$ cat src/rtl/burst_chk_pkg.sv
// Shared types for the burst integrity checker.
// Assumes: single clock domain, synchronous active-low reset.
package burst_chk_pkg;

    // Burst tracking state: collecting data words, or waiting for the redundancy word
    typedef enum logic {
        ST_COLLECT = 1'b0,
        ST_AWAIT   = 1'b1
    } burst_state_e;

endpackage

$ cat src/rtl/burst_llrc_track.sv
// Burst word counter and seeded longitudinal XOR accumulator.
// What: counts data words, XORs them, and at the redundancy word compares
//       the received value with count XOR accumulated data.
// Assumes: CNT_W <= DATA_W; the count wraps at 2**CNT_W words.
module burst_llrc_track
    import burst_chk_pkg::*;
#(
    parameter int DATA_W = 32,
    parameter int CNT_W  = 16
) (
    input  logic              clk,
    input  logic              rst_n,
    input  logic              valid_i,
    input  logic              last_i,
    input  logic [DATA_W-1:0] data_i,
    output logic              is_llrc_o,
    output logic              llrc_err_o
);
    burst_state_e      state_q;
    logic [CNT_W-1:0]  cnt_q;
    logic [DATA_W-1:0] acc_q;
    logic [DATA_W-1:0] expect_w;
    logic              take_data;
    logic              take_check;

    assign take_data  = valid_i && (state_q == ST_COLLECT);
    assign take_check = valid_i && (state_q == ST_AWAIT);
    // The count acts as seed; XOR order is irrelevant so it is folded in at the end
    assign expect_w   = acc_q ^ DATA_W'(cnt_q);

    // Burst state: arm on the marked last word, return after the redundancy word
    always_ff @(posedge clk) begin
        if (!rst_n)                 state_q <= ST_COLLECT;
        else if (take_data && last_i) state_q <= ST_AWAIT;
        else if (take_check)        state_q <= ST_COLLECT;
    end

    // Word counter: one per data word, cleared once the burst is checked
    always_ff @(posedge clk) begin
        if (!rst_n)          cnt_q <= '0;
        else if (take_check) cnt_q <= '0;
        else if (take_data)  cnt_q <= cnt_q + 1'b1;
    end

    // Accumulator: fold every data word in, cleared once the burst is checked
    always_ff @(posedge clk) begin
        if (!rst_n)          acc_q <= '0;
        else if (take_check) acc_q <= '0;
        else if (take_data)  acc_q <= acc_q ^ data_i;
    end

    // Output flags aligned with the forwarded word
    always_ff @(posedge clk) begin
        if (!rst_n) begin
            is_llrc_o  <= 1'b0;
            llrc_err_o <= 1'b0;
        end else begin
            is_llrc_o  <= take_check;
            llrc_err_o <= take_check && (data_i != expect_w);
        end
    end

    // a marked last data word arms the redundancy slot
    p_arm_on_last_r4: assert property (@(posedge clk) disable iff (!rst_n)
        (valid_i && state_q == ST_COLLECT && last_i) |=> (state_q == ST_AWAIT));

    // counter and accumulator restart after the redundancy word
    p_restart_r7: assert property (@(posedge clk) disable iff (!rst_n)
        (valid_i && state_q == ST_AWAIT) |=> (cnt_q == '0 && acc_q == '0 && state_q == ST_COLLECT));

    // idle cycles leave the burst state untouched
    p_idle_hold_r9: assert property (@(posedge clk) disable iff (!rst_n)
        !valid_i |=> ($stable(cnt_q) && $stable(acc_q) && $stable(state_q)));

    // mismatch can only be reported with the redundancy word
    p_err_with_llrc_r6: assert property (@(posedge clk) disable iff (!rst_n)
        llrc_err_o |-> is_llrc_o);

endmodule

$ cat config.mk
export PLATFORM = sky130hd
export DESIGN_NAME = burst_llrc_track
export DESIGN_NICKNAME = d
export VERILOG_FILES = /design/src/rtl/burst_chk_pkg.sv /design/src/rtl/burst_llrc_track.sv
export SDC_FILE = /design/constraint.sdc
export NUM_CORES = 1
export LEC_CHECK = 0
export CORE_MARGIN = 2
export CORE_UTILIZATION = 53
export CTS_CLUSTER_DIAMETER = 200
export CTS_CLUSTER_SIZE = 24
export DETAILED_ROUTE_END_ITERATION = 7
export PLACE_DENSITY = 0.8
export SLEW_MARGIN = 10
export SYNTH_ARGS = -nofsm -noshare
export SYNTH_HDL_FRONTEND = slang
export SYNTH_SLANG_ARGS = --single-unit
$ cat constraint.sdc
create_clock -name clk -period 1.75 [get_ports clk]
set_clock_uncertainty 0.1 [all_clocks]
set_input_delay 0.4375 -clock clk [delete_from_list [all_inputs] [get_ports clk]]
set_output_delay 0.4375 -clock clk [all_outputs]
set_load 0.01 [all_outputs]
# == Word level (Yosys, flattened, before mapping) ==
# Cells that the tools add are included.
# classes
n_addsub,1
n_eq_ne,1
muxes,2
bitwise_logic,4
n_reduce_logical,6
# ops
cell,n
$ne 32x32->1,1
$xor 32x16->32,1
$xor 32x32->32,1
$add 16x1->16 const B,1
$logic_and 1x1->1,4
$mux 1,2
$not 1->1,2
$reduce_bool 2->1,1
$reduce_or 2->1,1
# word_totals
regBits,51
out_inout_bits,2
word_cells,19

# == Depth between registers and ports, before layout ==
# Gate-level depths: netlist of the first run.
# depth
depth_word,4
mapped_depth,6
ltp_nobuf,5

# == Worst setup path after synthesis of the first run ==
# Ideal clock, no wire load.
# synth_timing
path_kind,in2reg
startpoint,input port data_i[10]
endpoint,register llrc_err_o
setup_ns,0.123
arrival_ns,1.416
required_time_ns,1.527
slack_ns,0.111
stages,5
n_path_buf,0
path_cell_list,xnor2_1 -> xnor2_1 -> or4_1 -> nor3_1 -> a21boi_1
# synth_via
elab_chain_cells,2
# synth_rtl
item,line,source
start: declaration,burst_llrc_track.sv:15,"input logic [DATA_W-1:0] data_i,"
$ne 32x32->1,burst_llrc_track.sv:59,llrc_err_o <= take_check && (data_i != expect_w);
$logic_and 1x1->1,burst_llrc_track.sv:59,
end signal: assignment,burst_llrc_track.sv:59,
end: declaration,burst_llrc_track.sv:17,output logic llrc_err_o
# No other way between the ends.
# A chain may end at the register's enable or synchronous reset.

# == Worst setup path after layout of the first run ==
# layout_timing
startpoint,register is_llrc_o
endpoint,output port is_llrc_o
# layout_rtl
item,line,source
start: declaration,burst_llrc_track.sv:16,"output logic is_llrc_o,"
start signal: assignment,burst_llrc_track.sv:58,is_llrc_o <= take_check;
# No word-level cell between the ends.

==> out/metrics.sh, run 1 <==
ROW_COUNT=26
POST-ROUTE-MIN-PERIOD_PS=1680
SHARE_OF_ASYNC_SETTABLE_OR_ASYNC_RESETTABLE_FLOPS_AFTER_SYNTHESIS=0
SYNTH_AREA_MM2=0.00272
PERIOD_UTILISATION_LAYOUT=0.959
CRITICAL_PATH.TOP_DELAY_FAMILY='buffers and inverters'
FLOORPLAN.CORE_AREA_MM2=0.00501
CAP_VIOL_MAX_COUNT=0
TIMING_WORST_SLEW_PIN_VALUE_PS=370
AREA.SEQUENTIAL_MM2=0.00102
SYNTH_AREA_LEADERS='sky130_fd_sc_hd__dfxtp_1 38%, sky130_fd_sc_hd__xor2_1 12%, sky130_fd_sc_hd__xnor2_1 9.0%'
DIE_AREA_MM2=0.00571
FLOORPLAN.INITIALDENSITY=0.542
FIRST_PASS_GRT_WIRE_LENGTH_MM=9.11
FINAL_REPORT_HOLD_VIOLATION_COUNT=0
MAX_SLEW_MARGIN=0.751
DIE_H_UM=75.6
HOLD_PATH.CLASS='reg2reg'
SYNTH-EDFF-COUNT=0
GRT_ANTENNA_BEFORE_REPAIR=0
IO_PINS=38
POST-CTS-SETUP-BUFFER-COUNT=0
DRIVE_ABOVE_1_SHARE=0.127
CLK_PATH_BUF_DEPTH=2
TIMING.FMAX_MHz=596
PLACE_HPWL_MM=3.91
WORST-SETUP-PATH-TYPE='reg2out'
SETUP-TNS-FINAL_PS=0
CRITPATHCAPTURETYPE='primary output'
YOSYSTOPAREACELL='sky130_fd_sc_hd__dfxtp_1'
GP_CONGESTION=0.791
CRITICAL_PATH_PEAK_FANOUT=1
YS_FF_LATCH=51
INSERTEDDIODECOUNT=0
CLOCK_SINK_COUNT=51
ROUTE.DETAILED.WL_PER_INST_UM=12.6
NUMBER_OF_BUFFERS_CREATED_BY_CTS=5
HTREE_LEVELS=2
POSTSYNTHCELLCOUNT=322
CP_NUM_BUF_INV=1
CP.ARRIVAL_PS=1140
INSERTION_DELAY_PS=310
CP_CELL_SEQUENCE='clkdlybuf4s50_1'
LAYOUT.FILLER_CELLS=407
TOTAL_VIAS_IN_THE_FINAL_ROUTE=2251
SYNTH_WARNINGS=0
CRITICAL_PATH.STARTPOINT_TYPE='register'
CP_DATA_REQUIRED_TIME_PS=1210
IRDROPWORSTVDD_uV=590
PIN_COUNT_OF_THE_BIGGEST_NET_ENTERING_GLOBAL_ROUTING=39
DRT-VIAS-PER-INSTANCE=5.04
PATH_CLK_SLEW_PS=90
RSZ0062_AT_GRT='no'
TIMING.CRITICAL_PATH.SLOWEST_CELL_DELAY_PS=520
DR.PASS1.ITERS=4
GRT.OVERFLOW.TOTAL=0
CLOCK_TREE.ROOT_CELL='sky130_fd_sc_hd__clkbuf_8'
YOSYSTOPAREACELLSHARE=0.376
YS_DOMINANT_REG_CELL='sky130_fd_sc_hd__dfxtp_1'
DRC_ERRORS=0
SLEW_VIOLATIONS=0
PORTBUFFERS=37
LEAKAGEPOWER_nW=1.41
DRT_ITER0_MARKERS=114
GRTUSAGETOTAL=0.208
AREA_OCCUPIED_BY_MULTI_INPUT_GATES_MM2=0.00163
DIE_WIDTH_UM=75.6
ANTENNA_VIOLATING_NETS_POST_ROUTE=0
TIMING.FINAL.SETUP_VIOLATIONS=0
CRIT_PATH_TOP_DELAY_CELL='sky130_fd_sc_hd__clkdlybuf4s50_1'
FIRST_GLOBAL_VIAS=2082
RESULT_OF_THE_RUN='finished, final reports clean'
CTS_TREE='done'
POSTSYNTHNETCOUNT=359
P_PER_AREA_mW_PER_MM2=763
SYNTH_SEQUENTIAL_AREA_RATIO=0.376
SYNTH_CELL_TYPES=32
LAYOUT.NETS=413
AREA_DELTA_SYNTH_FINAL_PCT=28.2
ROUTED_WL_MM=5.62
SYNTH.AVG_CELL_AREA_UM2=8.44
FIN_TOTAL_PWR_W=0.00266
## placed cells by master, fill, tap and decap left out, types with 6 or more instances in the layout
cell type,count
sky130_fd_sc_hd__nor2_1,25
sky130_fd_sc_hd__xor2_1,36
sky130_fd_sc_hd__xnor2_1,27
sky130_fd_sc_hd__dfxtp_1,51
sky130_fd_sc_hd__o21ai_0,6
sky130_fd_sc_hd__nand2_1,28
sky130_fd_sc_hd__inv_1,15
sky130_fd_sc_hd__a21oi_1,12
sky130_fd_sc_hd__buf_4,21
sky130_fd_sc_hd__clkbuf_8,6
sky130_fd_sc_hd__and2_1,14
sky130_fd_sc_hd__nor2b_1,24
sky130_fd_sc_hd__o22ai_1,13
sky130_fd_sc_hd__clkdlybuf4s50_1,29
## per-layer routing
metal / vias to the layer above / wire, um / track usage
met2: 34 / 2750 / 0.341
met3: 7 / 146 / 0.0317
met1: 1043 / 2650 / 0.281
met5: - / 0 / 0
li1: 1167 / - / -
met4: 0 / 74 / 0.0721
## what timing repair did
item	in CTS	in global routing
pin swaps	4	6
setup endpoints to repair	20	17
gates resized for setup	8	12
hold buffers	0	0
## Yosys cell counts (all sizes together), types with 10 or more instances
cell    count
dfxtp      51
xor2       37
nand2      28
xnor2      28
nor2       25
nor2b      25
and2       15
inv        15
o22ai      13
a21oi      12
clkbuf     11
o21ai      10
## final timing paths
kind	from	end	slack [ps]	depth (start not counted)
worst max-delay path	is_llrc_o	is_llrc_o	70	1
worst min register to register	acc_q[13]	acc_q[13]	390	2
worst max register to register	cnt_q[2]	cnt_q[11]	130	4
worst min-delay path	acc_q[13]	acc_q[13]	390	2
## cell type report
cell class,count,area share
Timing Repair Buffer,60,0.163
Inverter,15,0.0162
Sequential cell,51,0.293
Tap cell,70,0.0252
Multi-Input combinational cell,243,0.469
Clock buffer,6,0.0237
Clock inverter,2,0.0101
## per-stage QoR
stage / setup slack [ps] / std cells / hold slack (ps) / area [um^2] / util
floorplan: 111 / 322 / 351 / 2720 / -
global placement: -414 / 439 / 364 / 3290 / 0.657
detailed placement: -474 / 439 / 374 / 3290 / 0.657
CTS: -1.72 / 447 / 390 / 3430 / 0.685
global route: 8.63 / 447 / 414 / 3480 / 0.695
finish: 71.2 / 447 / 388 / 3480 / 0.695
## state kept, by name (all words and copies together), names as in the netlist
name	count
acc_q	32
cnt_q	16
is_llrc_o	1
llrc_err_o	1
state_q	1
## power breakdown
group	internal (W)	switching, W
logic	0.000283	0.000227
clock network	0.000463	0.000402
registers	0.00123	0.0000538
total	0.00197	0.000682
## cells by family after synthesis
| family | after synthesis | synth area share |
|---|---|---|
| flip-flops | 51 | 0.376 |
| AND/OR/NAND/NOR | 130 | 0.254 |
| buffers and inverters | 28 | 0.0456 |
| AO/OA/AOI/OAI | 42 | 0.0898 |
| XOR/XNOR | 65 | 0.210 |
| adder cells (fa/ha/maj) | 1 | 0.00461 |
| multiplexers | 5 | 0.0207 |
No activity file was read; power rests on OpenSTA's default activity.
==> inputs of run 2 (changes only) <==
--- a/config.mk
+++ b/config.mk
@@ -6,12 +6,12 @@
 export NUM_CORES = 1
 export LEC_CHECK = 0
 export CORE_MARGIN = 2
-export CORE_UTILIZATION = 53
+export CORE_UTILIZATION = 50
 export CTS_CLUSTER_DIAMETER = 200
 export CTS_CLUSTER_SIZE = 24
 export DETAILED_ROUTE_END_ITERATION = 7
-export PLACE_DENSITY = 0.8
-export SLEW_MARGIN = 10
+export PLACE_DENSITY = 0.74
+export SLEW_MARGIN = 40
 export SYNTH_ARGS = -nofsm -noshare
 export SYNTH_HDL_FRONTEND = slang
 export SYNTH_SLANG_ARGS = --single-unit
==> out/metrics.sh, run 2 (synthesized netlist as in run 1, its figures left out) <==
SLEW_VIOLATIONS=0
DIE_H_UM=77.7
CLOCK_TREE.ROOT_CELL='sky130_fd_sc_hd__clkbuf_8'
GRTUSAGETOTAL=0.194
GRT_ANTENNA_BEFORE_REPAIR=0
DRT-VIAS-PER-INSTANCE=4.95
TIMING.FMAX_MHz=582
HTREE_LEVELS=2
ROUTED_WL_MM=5.41
IO_PINS=38
ROW_COUNT=26
FIRST_PASS_GRT_WIRE_LENGTH_MM=9.60
CP_CELL_SEQUENCE='clkdlybuf4s50_1'
ENDPOINT='llrc_err_o'
CLOCK_SINK_COUNT=51
PIN_COUNT_OF_THE_BIGGEST_NET_ENTERING_GLOBAL_ROUTING=39
MAX_SLEW_MARGIN=0.739
TIMING.CRITICAL_PATH.SLOWEST_CELL_DELAY_PS=560
WORST_R2R_PATH_DEPTH=4
CRIT_PATH_TOP_DELAY_CELL='sky130_fd_sc_hd__clkdlybuf4s50_1'
LAYOUT.NETS=414
CLK_PATH_BUF_DEPTH=2
AREA_DELTA_SYNTH_FINAL_PCT=26.3
PERIOD_UTILISATION_LAYOUT=0.981
ROUTE.DETAILED.WL_PER_INST_UM=12.1
PLACE_HPWL_MM=3.92
SETUP.REG_TO_REG.WORST_SLACK_PS=120
GRT.OVERFLOW.TOTAL=0
TIMING.FINAL.SETUP_VIOLATIONS=0
SETUP_WS_PS=33.2
CAP_VIOL_MAX_COUNT=0
WORST_R2R_STARTPOINT='cnt_q[3]'
FINAL_REPORT_HOLD_VIOLATION_COUNT=0
P_PER_AREA_mW_PER_MM2=704
CRITICAL_PATH_PEAK_FANOUT=1
INSERTEDDIODECOUNT=0
CRITICAL_PATH_START='llrc_err_o'
DR.PASS1.ITERS=4
LAYOUT.CELLS.MOST_COMMON_LIST='51 x sky130_fd_sc_hd__dfxtp_1, 36 x sky130_fd_sc_hd__xor2_1, 31 x sky130_fd_sc_hd__clkdlybuf4s50_1'
ANTENNA_VIOLATING_NETS_POST_ROUTE=0
DRIVE_ABOVE_1_SHARE=0.120
FLOORPLAN.INITIALDENSITY=0.525
FLOORPLAN.CORE_AREA_MM2=0.00517
INSERTION_DELAY_PS=300
DRT_ITER0_MARKERS=90
RSZ0062_AT_GRT='no'
CP_NUM_BUF_INV=1
CP.ARRIVAL_PS=1180
MIN_DELAY_PATH_DEPTH=2
CTS_TREE='done'
PORTBUFFERS=37
DPL_WORST_SLACK_PS=-461
RESULT_OF_THE_RUN='finished, final reports clean'
GP_CONGESTION=0.825
CRITPATHCAPTURETYPE='primary output'
CP_DATA_REQUIRED_TIME_PS=1210
DIE_WIDTH_UM=77.7
TOP_REGS='acc_q: 32 flops, cnt_q: 16 flops'
TIMING.RR.END='cnt_q[13]'
FIN_TOTAL_PWR_W=0.00242
PATH_CLK_SLEW_PS=80
DRC_ERRORS=0
WORST-SETUP-PATH-TYPE='reg2out'
TIMING_WORST_SLEW_PIN_VALUE_PS=387
FIRST_GLOBAL_VIAS=2240
LEADING_CELL_TYPE_IN_THE_LAYOUT_FILL_AND_TAPS_EXCLUDED='sky130_fd_sc_hd__dfxtp_1'
LARGEST-REGISTER='acc_q'
TOTAL_NUMBER_OF_CELLS_ALONG_THE_WORST_SETUP_PATH=1
IRDROPWORSTVDD_uV=399
CRITICAL_PATH.STARTPOINT_TYPE='register'
HOLD_PATH.CLASS='reg2reg'
NUMBER_OF_BUFFERS_CREATED_BY_CTS=5
TOTAL_VIAS_IN_THE_FINAL_ROUTE=2208
HOLD_PATH_ORIGIN='acc_q[15]'
LEAKAGEPOWER_nW=1.35
LARGEST_REG_FLOPS=32
POST-ROUTE-MIN-PERIOD_PS=1720
CRITICAL_PATH.TOP_DELAY_FAMILY='buffers and inverters'
DIE_AREA_MM2=0.00604
## run 2: worst min path at each step
stage / to / slack [ps]
2_1_floorplan: acc_q[13] / 350
3_5_place_dp: acc_q[15] / 370
4_1_cts: acc_q[15] / 380
3_3_place_gp: acc_q[13] / 360
6_report: acc_q[15] / 380
5_1_grt: acc_q[15] / 400
## run 2: metrics by stage
step	utilization	instance area [um^2]	instances	hold slack, ps	setup TNS [ps]
2_1_floorplan	-	2720	322	351	0
3_5_place_dp	0.636	3290	439	370	-13000
5_1_grt	0.663	3430	446	402	0
4_1_cts	0.656	3390	445	382	-56.9
3_3_place_gp	0.636	3290	439	365	-11920
6_report	0.663	3430	446	384	0
## run 2: area by class of cell
type                    instances  area [um^2]
fillers                       442         1740
repair buffers                 61          567
multi-input cells             243         1630
flip-flops and latches         51         1020
well taps                      70         87.6
clock buffers                   6         72.6
inverters                      15         56.3
## run 2: what timing repair did
action                                  4_1_cts  5_1_grt
pin swaps                                     7        2
hold buffers                                  0        0
hold endpoints to repair                      0        0
buffers inserted                              0        1
endpoints found under the setup margin       21       34
gates cloned                                  0        0
gates resized for setup                      10        7
## run 2: power breakdown
part | leakage, nW | total [W] | switching (W) | internal (W)
registers | 0.417 | 0.00128 | 0.0000539 | 0.00123
logic | 0.895 | 0.000511 | 0.000225 | 0.000286
clock network | 0.0371 | 0.000624 | 0.000356 | 0.000267
total | 1.35 | 0.00242 | 0.000635 | 0.00178
## run 2: layer usage
layer	routed length, um	GRT usage	vias to the layer above
li1	-	-	1168
met4	69	0.0536	0
met5	0	0	-
met3	172	0.0360	6
met2	2530	0.322	33
met1	2630	0.259	1001
## run 2: worst register-to-register path: cells and delay by family (launching register included)
kind / cells / cell delay, ps
simple gates: 3 / 880
flops: 1 / 420
compound gates: 1 / 160
==> inputs of run 3 (changes only) <==
--- a/config.mk
+++ b/config.mk
@@ -5,12 +5,13 @@
 export SDC_FILE = /design/constraint.sdc
 export NUM_CORES = 1
 export LEC_CHECK = 0
-export CORE_MARGIN = 2
-export CORE_UTILIZATION = 50
+export CORE_MARGIN = 1
+export CORE_UTILIZATION = 54
 export CTS_CLUSTER_DIAMETER = 200
 export CTS_CLUSTER_SIZE = 24
 export DETAILED_ROUTE_END_ITERATION = 7
-export PLACE_DENSITY = 0.74
+export PLACE_DENSITY = 0.79
+export SKIP_CTS_REPAIR_TIMING = 1
 export SLEW_MARGIN = 40
 export SYNTH_ARGS = -nofsm -noshare
 export SYNTH_HDL_FRONTEND = slang
==> out/metrics.sh, run 3 (synthesized netlist as in run 1, its figures left out) <==
TIMING.FMAX_MHz=590
SLEW_VIOLATIONS=0
HOLDWS_PS=386
SETUP-TNS-FINAL_PS=0
SETUP_WS_PS=54.1
CRITICAL_PATH.STARTPOINT_TYPE='primary input'
LEAKAGEPOWER_nW=1.43
LAYOUT.FILLER_CELLS=351
DRT-VIAS-PER-INSTANCE=5.09
CAP_VIOL_MAX_COUNT=0
DIE_AREA_MM2=0.00532
DIE_H_UM=72.9
FIN_TOTAL_PWR_W=0.00262
RESULT_OF_THE_RUN='finished, final reports clean'
LAYOUT.NETS=414
CLK_PATH_BUF_DEPTH=2
FLOORPLAN.CORE_AREA_MM2=0.00479
TOP_REGS='acc_q: 32 flops, cnt_q: 16 flops'
TOTAL_VIAS_IN_THE_FINAL_ROUTE=2259
LEADING_CELL_TYPE_IN_THE_LAYOUT_FILL_AND_TAPS_EXCLUDED='sky130_fd_sc_hd__dfxtp_1'
ROW_COUNT=25
INSERTEDDIODECOUNT=0
CLOCK_TREE.ROOT_CELL='sky130_fd_sc_hd__clkbuf_8'
POSTLAYOUTCOREUTIL=0.734
GRT_USE_MET3=0.0414
POST-ROUTE-MIN-PERIOD_PS=1700
INSERTION_DELAY_PS=310
GRT.MET1_USAGE=0.310
LARGEST_REG_FLOPS=32
CRITPATHCAPTURETYPE='register'
GROUTE.LAYER.MET2.USAGE=0.384
SETUP.REG_TO_REG.WORST_SLACK_PS=90
CRITICAL_PATH_PEAK_FANOUT=3
HTREE_LEVELS=2
FIRST_PASS_GRT_WIRE_LENGTH_MM=9.55
MAX_SLEW_MARGIN=0.793
DRC_ERRORS=0
ANTENNA_VIOLATING_NETS_POST_ROUTE=0
DRT_ITER0_MARKERS=105
IO_PINS=38
GRTUSAGETOTAL=0.233
WORST-SETUP-PATH-TYPE='in2reg'
GRT.OVERFLOW.TOTAL=0
GRT-BUSIEST-LAYER='met2'
CP.ARRIVAL_PS=1790
AREA_DELTA_SYNTH_FINAL_PCT=29.3
IRDROPWORSTVDD_uV=555
PIN_COUNT_OF_THE_BIGGEST_NET_ENTERING_GLOBAL_ROUTING=39
LAYOUT.CELLS.MOST_COMMON_LIST='51 x sky130_fd_sc_hd__dfxtp_1, 36 x sky130_fd_sc_hd__xor2_1, 30 x sky130_fd_sc_hd__clkdlybuf4s50_1'
GRT_ANTENNA_BEFORE_REPAIR=0
DRIVE_ABOVE_1_SHARE=0.138
TIMING.FINAL.SETUP_VIOLATIONS=0
AREA.SEQUENTIAL_MM2=0.00102
FLOORPLAN.INITIALDENSITY=0.568
P_PER_AREA_mW_PER_MM2=747
PLACE_HPWL_MM=3.87
AREA_OCCUPIED_BY_MULTI_INPUT_GATES_MM2=0.00166
PORTBUFFERS=37
FIRST_GLOBAL_VIAS=2135
PATH_CLK_SLEW_PS=90
CTS_TREE='done'
CLOCK_SINK_COUNT=51
DPL_WORST_SLACK_PS=-548
FINAL_REPORT_HOLD_VIOLATION_COUNT=0
ROUTED_WL_MM=5.74
TIMING_WORST_SLEW_PIN_VALUE_PS=308
GP_CONGESTION=0.768
LARGEST-REGISTER='acc_q'
HOLD_PATH.CLASS='reg2reg'
NUMBER_OF_BUFFERS_CREATED_BY_CTS=5
ROUTE.DETAILED.WL_PER_INST_UM=12.9
DR.PASS1.ITERS=4
CP_DATA_REQUIRED_TIME_PS=1850
DIE_WIDTH_UM=72.9
PERIOD_UTILISATION_LAYOUT=0.969
[run 3: final cells by class]
type / instances / share of cell area
Clock buffer: 6 / 0.0207
Multi-Input combinational cell: 243 / 0.473
Clock inverter: 1 / 0.00855
Timing Repair Buffer: 61 / 0.167
Inverter: 15 / 0.0160
Sequential cell: 51 / 0.291
Tap cell: 67 / 0.0239
[run 3: through the flow]
step                instance area [um^2]  cells
finish                              3510    444
global route                        3510    444
CTS                                 3380    441
detailed placement                  3270    434
global placement                    3270    434
floorplan                           2720    322
[run 3: critical path, stage by stage]
cell	delay, ps
sky130_fd_sc_hd__clkdlybuf4s50_1	520
sky130_fd_sc_hd__xor2_1	180
sky130_fd_sc_hd__xnor2_1	160
sky130_fd_sc_hd__nand4_1	190
sky130_fd_sc_hd__nor3_4	230
sky130_fd_sc_hd__a21boi_1	80
[run 3: metal layers]
layer / vias up / routed length, um / share of wire
met1: 1054 / 2740 / 0.48
met5: - / 0 / 0
met4: 0 / 76 / 0.013
met2: 30 / 2770 / 0.48
li1: 1167 / - / -
met3: 8 / 149 / 0.026
[run 3: power breakdown]
part | internal (W) | total, W | switching, W
clock | 0.000420 | 0.000809 | 0.000389
sequential | 0.00123 | 0.00128 | 0.0000548
combinational | 0.000293 | 0.000531 | 0.000239
total | 0.00194 | 0.00262 | 0.000682
[run 3: final timing paths]
kind,startpoint,endpoint,cells after the start
worst min register to register,acc_q[13],acc_q[13],2
worst max-delay path,data_i[13],llrc_err_o,6
worst max register to register,cnt_q[2],cnt_q[13],4
worst min-delay path,acc_q[13],acc_q[13],2
